### config.mk
export PLATFORM = sky130hd
export DESIGN_NAME = stepper_phase_seq
export DESIGN_NICKNAME = d
export VERILOG_FILES = /design/src/rtl/stepper_pkg.sv /design/src/rtl/stepper_ctrl.sv /design/src/rtl/stepper_datapath.sv /design/src/rtl/stepper_phase_seq.sv
export SDC_FILE = /design/constraint.sdc
export NUM_CORES = 1
export LEC_CHECK = 0
export ABC_AREA = 1
export BUFFER_PORTS_ARGS = -buffer_cell sky130_fd_sc_hd__buf_2
export CORE_AREA = 2 2 39 41
export CTS_CLUSTER_DIAMETER = 40
export DETAILED_ROUTE_END_ITERATION = 10
export DIE_AREA = 0 0 41 43
export PLACE_DENSITY_LB_ADDON = 0.15
export SLEW_MARGIN = 20
export SYNTH_ARGS = -nofsm -noshare
export SYNTH_HDL_FRONTEND = slang
export SYNTH_SLANG_ARGS = --single-unit
### constraint.sdc
create_clock -name stepClk -period 1.4 [get_ports stepClk]
set_clock_uncertainty 0.05 [all_clocks]
set_input_delay 0.14 -clock stepClk [delete_from_list [all_inputs] [get_ports stepClk]]
set_output_delay 0.14 -clock stepClk [all_outputs]
set_load 0.005 [all_outputs]
### src/rtl/stepper_pkg.sv
package stepper_pkg;
  localparam int POS_W   = 3;
  localparam int NUM_POS = 1 << POS_W;
  localparam int PHASE_W = 4;

  typedef logic [POS_W-1:0]   pos_t;
  typedef logic [PHASE_W-1:0] phase_t;

  // strobes from control to datapath for the coming edge
  typedef struct packed {
    logic moveDown;
    logic moveTwo;
  } step_ctrl_t;

  localparam pos_t   HOME_POS   = '0;
  localparam phase_t HOME_PHASE = 4'b1010;
endpackage

### src/rtl/stepper_ctrl.sv
module stepper_ctrl
  import stepper_pkg::*;
(
  input  logic       dirSel,
  input  logic       halfSel,
  input  pos_t       curPos,
  output step_ctrl_t strobe
);
  // full steps jump by two only from an even position; an odd one first realigns
  always_comb begin
    strobe.moveDown = dirSel;
    strobe.moveTwo  = !halfSel && !curPos[0];
  end
endmodule

### src/rtl/stepper_datapath.sv
module stepper_datapath
  import stepper_pkg::*;
(
  input  logic       clk,
  input  logic       rst,
  input  step_ctrl_t strobe,
  output pos_t       curPos,
  output phase_t     phase
);
  pos_t posQ;
  pos_t stepAmt;

  assign stepAmt = strobe.moveTwo ? pos_t'(2) : pos_t'(1);

  always_ff @(posedge clk or posedge rst) begin
    if (rst)                  posQ <= HOME_POS;
    else if (strobe.moveDown) posQ <= posQ - stepAmt;
    else                      posQ <= posQ + stepAmt;
  end

  assign curPos = posQ;

  // phase order: {A, A_n, B, B_n}
  always_comb begin
    phase[3] = (posQ == 3'd7) || (posQ == 3'd0) || (posQ == 3'd6);
    phase[2] = (posQ == 3'd2) || (posQ == 3'd3) || (posQ == 3'd4);
    phase[1] = (posQ == 3'd0) || (posQ == 3'd1) || (posQ == 3'd2);
    phase[0] = (posQ == 3'd4) || (posQ == 3'd5) || (posQ == 3'd6);
  end

  a_r7_coil_exclusive: assert property (@(posedge clk) disable iff (rst)
    !(phase[3] && phase[2]) && !(phase[1] && phase[0]));

  a_r1_home_held: assert property (@(posedge clk)
    (rst && $past(rst)) |-> (phase == HOME_PHASE));

  a_r6_even_both_coils: assert property (@(posedge clk) disable iff (rst)
    !posQ[0] |-> ($countones(phase) == 2));
endmodule

### src/rtl/stepper_phase_seq.sv
module stepper_phase_seq
  import stepper_pkg::*;
(
  input  logic stepClk,
  input  logic rst,
  input  logic dirSel,
  input  logic halfSel,
  output logic phA,
  output logic phAn,
  output logic phB,
  output logic phBn
);
  step_ctrl_t strobe;
  pos_t       curPos;
  phase_t     phase;

  stepper_ctrl u_ctrl (
    .dirSel (dirSel),
    .halfSel(halfSel),
    .curPos (curPos),
    .strobe (strobe)
  );

  stepper_datapath u_dp (
    .clk   (stepClk),
    .rst   (rst),
    .strobe(strobe),
    .curPos(curPos),
    .phase (phase)
  );

  assign {phA, phAn, phB, phBn} = phase;

  a_r2_half_up: assert property (@(posedge stepClk) disable iff (rst)
    ($past(halfSel) && !$past(dirSel) && !$past(rst)) |-> (curPos == pos_t'($past(curPos) + 3'd1)));

  a_r3_half_down: assert property (@(posedge stepClk) disable iff (rst)
    ($past(halfSel) && $past(dirSel) && !$past(rst)) |-> (curPos == pos_t'($past(curPos) - 3'd1)));

  a_r4_full_stays_even: assert property (@(posedge stepClk) disable iff (rst)
    (!$past(halfSel) && !$past(rst)) |-> !curPos[0]);
endmodule

* After elaboration in Yosys (flattened, before gate mapping)
Cells that the tools add are included.
Operators by class: $add $sub $neg 2, equal/unequal tests 7, mux-type cells 2, reductions and logical operators 12
Operators with widths (number):
- equality test 3 bit (second input constant) | 4
- logical OR 1 bit | 8
- equality test 3 x 2 -> 1 bit (second input constant) | 2
- adder 3 bit | 1
- equality test 3 x 1 -> 1 bit (second input constant) | 1
- logical NOT 3 bit | 1
- two-way mux 3 bit | 1
- subtractor 3 bit | 1
- logical NOT 1 bit | 2
- two-way mux 2 bit | 1
- logical AND 1 bit | 1
Storage, ports and cells: register bits 3, bits of input ports 4, output and inout port bits 4

* Longest topological paths before layout
depth in word-level cells 5, depth in mapped cells 8

* Cells and area by module
A second synthesis with hierarchy kept.
Unflattened totals: cells, all modules 30, area, all modules 214.0 µm²
By module, submodules not included:
- stepper_datapath | instances 1, cells an instance 28, area each 202.7 µm², seq. area each 75.1 µm²
- stepper_ctrl | instances 1, cells an instance 2, area each 11.3 µm², seq. area each 0.0 µm²

* Worst setup path before layout
Ideal clock, no wire load.
kind reg2reg, start reg u_dp.posQ[0], in the netlist u_dp.curPos[0], end reg u_dp.posQ[1], in the netlist u_dp.curPos[1], setup time 136 ps, arrival 1124 ps, required time 1214 ps, slack 91 ps, cell stages (with the launch flop) 6, path buffers 0, clock period less this slack 1309 ps, cells stage by stage dfrtp_1 > inv_1 > nand2_1 > ha_1 > inv_1 > fa_1
Between the ends: longest elaborated chain between the ends 5
Ends and longest elaborated chain:
- from (decl) | RTL line stepper_datapath.sv:10 | pos_t posQ;
- from (signal assigned) | RTL line stepper_datapath.sv:17 | else if (strobe.moveDown) posQ <= posQ - stepAmt;
- from (signal assigned) | RTL line stepper_datapath.sv:18 | else posQ <= posQ + stepAmt;
- logical NOT 1 bit | RTL line stepper_ctrl.sv:12 | strobe.moveTwo = !halfSel && !curPos[0];
- logical AND 1 bit | RTL line stepper_ctrl.sv:12
- two-way mux 2 bit | RTL line stepper_datapath.sv:13 | assign stepAmt = strobe.moveTwo ? pos_t'(2) : pos_t'(1);
- adder 3 bit or subtractor 3 bit (tied branches) | RTL line stepper_datapath.sv:18, stepper_datapath.sv:17
- two-way mux 3 bit (*) | RTL line stepper_datapath.sv:17
Mark *: on every way between the ends. The rest lies on a longest branch, timed or not.

* Final worst setup path
Same ends and word-level chain as after synthesis.

==> flow_metrics.env <==
export IMPL_ys_warnings_count=0
export IMPL_finalMaxSlewViolations=0
export IMPL_remaining_drc_errors=0
export IMPL_cts_made_buffers=3
export IMPL_drive_gt1_share_pct=35.71
export IMPL_portBuffers=7
export IMPL_place_gp_congestion=0.6753
export IMPL_num_rows=14
export IMPL_grt_pass1_vias=209
export IMPL_die_w_um=41
export IMPL_synthArstFlopShare_pct=100.0
export IMPL_initial_core_util_pct=15.01
export IMPL_relSlewSlack_pct=85.62
export IMPL_largest_reg_flops=3
export IMPL_startpoint="u_dp.curPos[0]"
export IMPL_synth_yosys_seq_area_share_pct=36.14
export IMPL_fin_cells=58
export IMPL_synth_common_cells="inv_1 (8), nand2_1 (7), a21oi_1 (3), dfrtp_1 (3), o21ai_0 (2)"
export IMPL_syn_inst=29
export IMPL_grt_max_degree=6
export IMPL_fin_total_pwr_uw=703.8
export IMPL_clkSlewWorstSetupHoldPaths_ns=0.04
export IMPL_yosysUniqueCellTypes=11
export IMPL_routed_wl_um=468
export IMPL_cts_max_level=1
export IMPL_peakVddDrop_mv=0.6165
export IMPL_clock_sink_count=3
export IMPL_max_clock_freq_ghz=0.7446
export IMPL_design_core_area_um2=1384
export IMPL_syn2layout_area_growth_pct=50.00
export IMPL_arrival_ns=1.40
export IMPL_cts_tree="yes"
export IMPL_path_class="flip-flop to flip-flop"
export IMPL_min_path_type="primary input to flip-flop"
export IMPL_grt_overflow=0
export IMPL_dpl_cell_area_um2=270.3
export IMPL_ant_nets=0
export IMPL_powerDensity_nw_per_um2=2259
export IMPL_r2r_start="u_dp.curPos[0]"
export IMPL_hp_start="dirSel"
export IMPL_yosys_area_top_type_share_pct=36.14
export IMPL_critPathCaptureType="flip-flop"
export IMPL_ys_ff_latch=3
export IMPL_rsz0062_at_grt="true"
export IMPL_p_leak_uw=0.0001796
export IMPL_insertion_delay_ns=0.23
export IMPL_drt_iter0_drc=1
export IMPL_yosysMostFrequentCell="inv_1"
export IMPL_antenna_found_initial=0
export IMPL_grtUsageTotal_pct=7.631
export IMPL_period_share_pct=95.92
export IMPL_min_path_cells=4
export IMPL_drv_cap=0
export IMPL_worstPathRequired_ns=1.45
export IMPL_start_kind="flip-flop"
export IMPL_path_max_fanout=3
export IMPL_syn_num_nets=35
export IMPL_wl_per_cell_um=8.069
export IMPL_grt_first_pass_wirelength_um=800
export IMPL_vias=214
export IMPL_routed_via_density=3.690
export IMPL_synth_edf_count=0
export IMPL_netlist_area_um2=207.7
export IMPL_antenna_cells=0
export IMPL_ios=8
export IMPL_root_buffer="clkbuf_4"
export IMPL_synth_avg_cell_area_um2=7.162
export IMPL_finalInstanceArea_um2=311.5
export IMPL_synthFlopType="dfrtp_1"
export IMPL_outcome="completed"
export IMPL_dieArea_um2=1763
export IMPL_nets=49
export IMPL_reg2reg_depth=5
export IMPL_hold_violations=0
export IMPL_yosys_area_top_type="dfrtp_1"
export IMPL_die_h_um=43
export IMPL_synthTopCellsByArea="dfrtp_1 (36%), inv_1 (14%), nand2_1 (13%), fa_1 (9.6%), a21oi_1 (7.2%)"
export IMPL_placed_cells_incl_taps=53
export IMPL_firstDrtPassIters=2
export IMPL_setup_viol=0
export IMPL_post_cts_buffers=0
export IMPL_finalCriticalPeriod_ns=1.343
export IMPL_tightest_slew_ns=0.2157
export IMPL_cts_buffer_depth=2
cells in the final DEF, fill, tap and decap left out:
cell type	count
nand3_1	1
inv_1	8
o21ai_0	2
ha_1	1
buf_4	1
a21oi_1	3
nand2_1	7
dlygate4sd3_1	1
nand2_2	1
clkbuf_1	1
dfrtp_1	3
inv_2	1
clkbuf_4	3
nor2_2	1
buf_2	7
fa_2	1
through the flow:
stage	setup slack (ns)	hold WS [ns]	util, %	TNS (ns)
floorplan	0.09051	-0.1564	-	0
global placement	0.06202	-0.04159	19.53	0
detailed placement	0.05163	-0.03913	19.53	0
CTS	0.04255	0.1789	22.15	0
global route	-0.005520	0.1993	22.51	-0.008813
finish	0.05707	0.1756	22.51	0
logic make-up (layout without fill, tap and decap cells):
logic type	after synthesis	after routing	share of synthesized area, %
buf+inv	9	22	16.26
fa+ha+maj	2	2	15.66
flops	3	3	36.14
compound gates	5	5	12.05
simple gates	10	10	19.88
area by class of cell:
cell class | instances | area [um^2]
well taps | 16 | 20.02
flip-flops and latches | 3 | 75.07
clock buffers | 4 | 26.28
fillers | 167 | 1072
inverters | 9 | 33.78
multi-input cells | 17 | 103.9
repair buffers | 9 | 52.55
final timing paths:
| kind | end | slack (ns) |
|---|---|---|
| worst min register to register | u_dp.curPos[0] | 0.59 |
| min in group asynchronous | u_dp.curPos[1] | 0.27 |
| max in group asynchronous | u_dp.curPos[0] | 0.90 |
| worst max register to register | u_dp.curPos[1] | 0.06 |
| worst max-delay path | u_dp.curPos[1] | 0.06 |
| worst min-delay path | u_dp.curPos[2] | 0.18 |
power by group:
part	leakage (uW)	internal [uW]	total, uW	switching [uW]
sequential	0.0000353	136	193	57.7
combinational	0.000129	170	360	190
clock	0.0000150	107	150	43.6
what timing repair did:
action                     CTS  global route
resized for setup            0             2
hold endpoints to repair     3             0
setup endpoints to repair    0             3
hold buffers                 1             0
layer usage:
metal | share of wire [%] | track usage (%) | up-vias
met5 | 0 | 0 | -
met4 | 0 | 6.000 | 0
met3 | 10 | 6.283 | 0
met2 | 48 | 10.31 | 8
met1 | 42 | 7.074 | 95
li1 | - | - | 111
critical path: stages, from the launching register on:
cell and delay [ns]:
dfrtp_1 0.36, inv_1 0.09, nand2_1 0.06, ha_1 0.17, inv_1 0.07, fa_2 0.42
No activity file was read; power rests on OpenSTA's default activity.
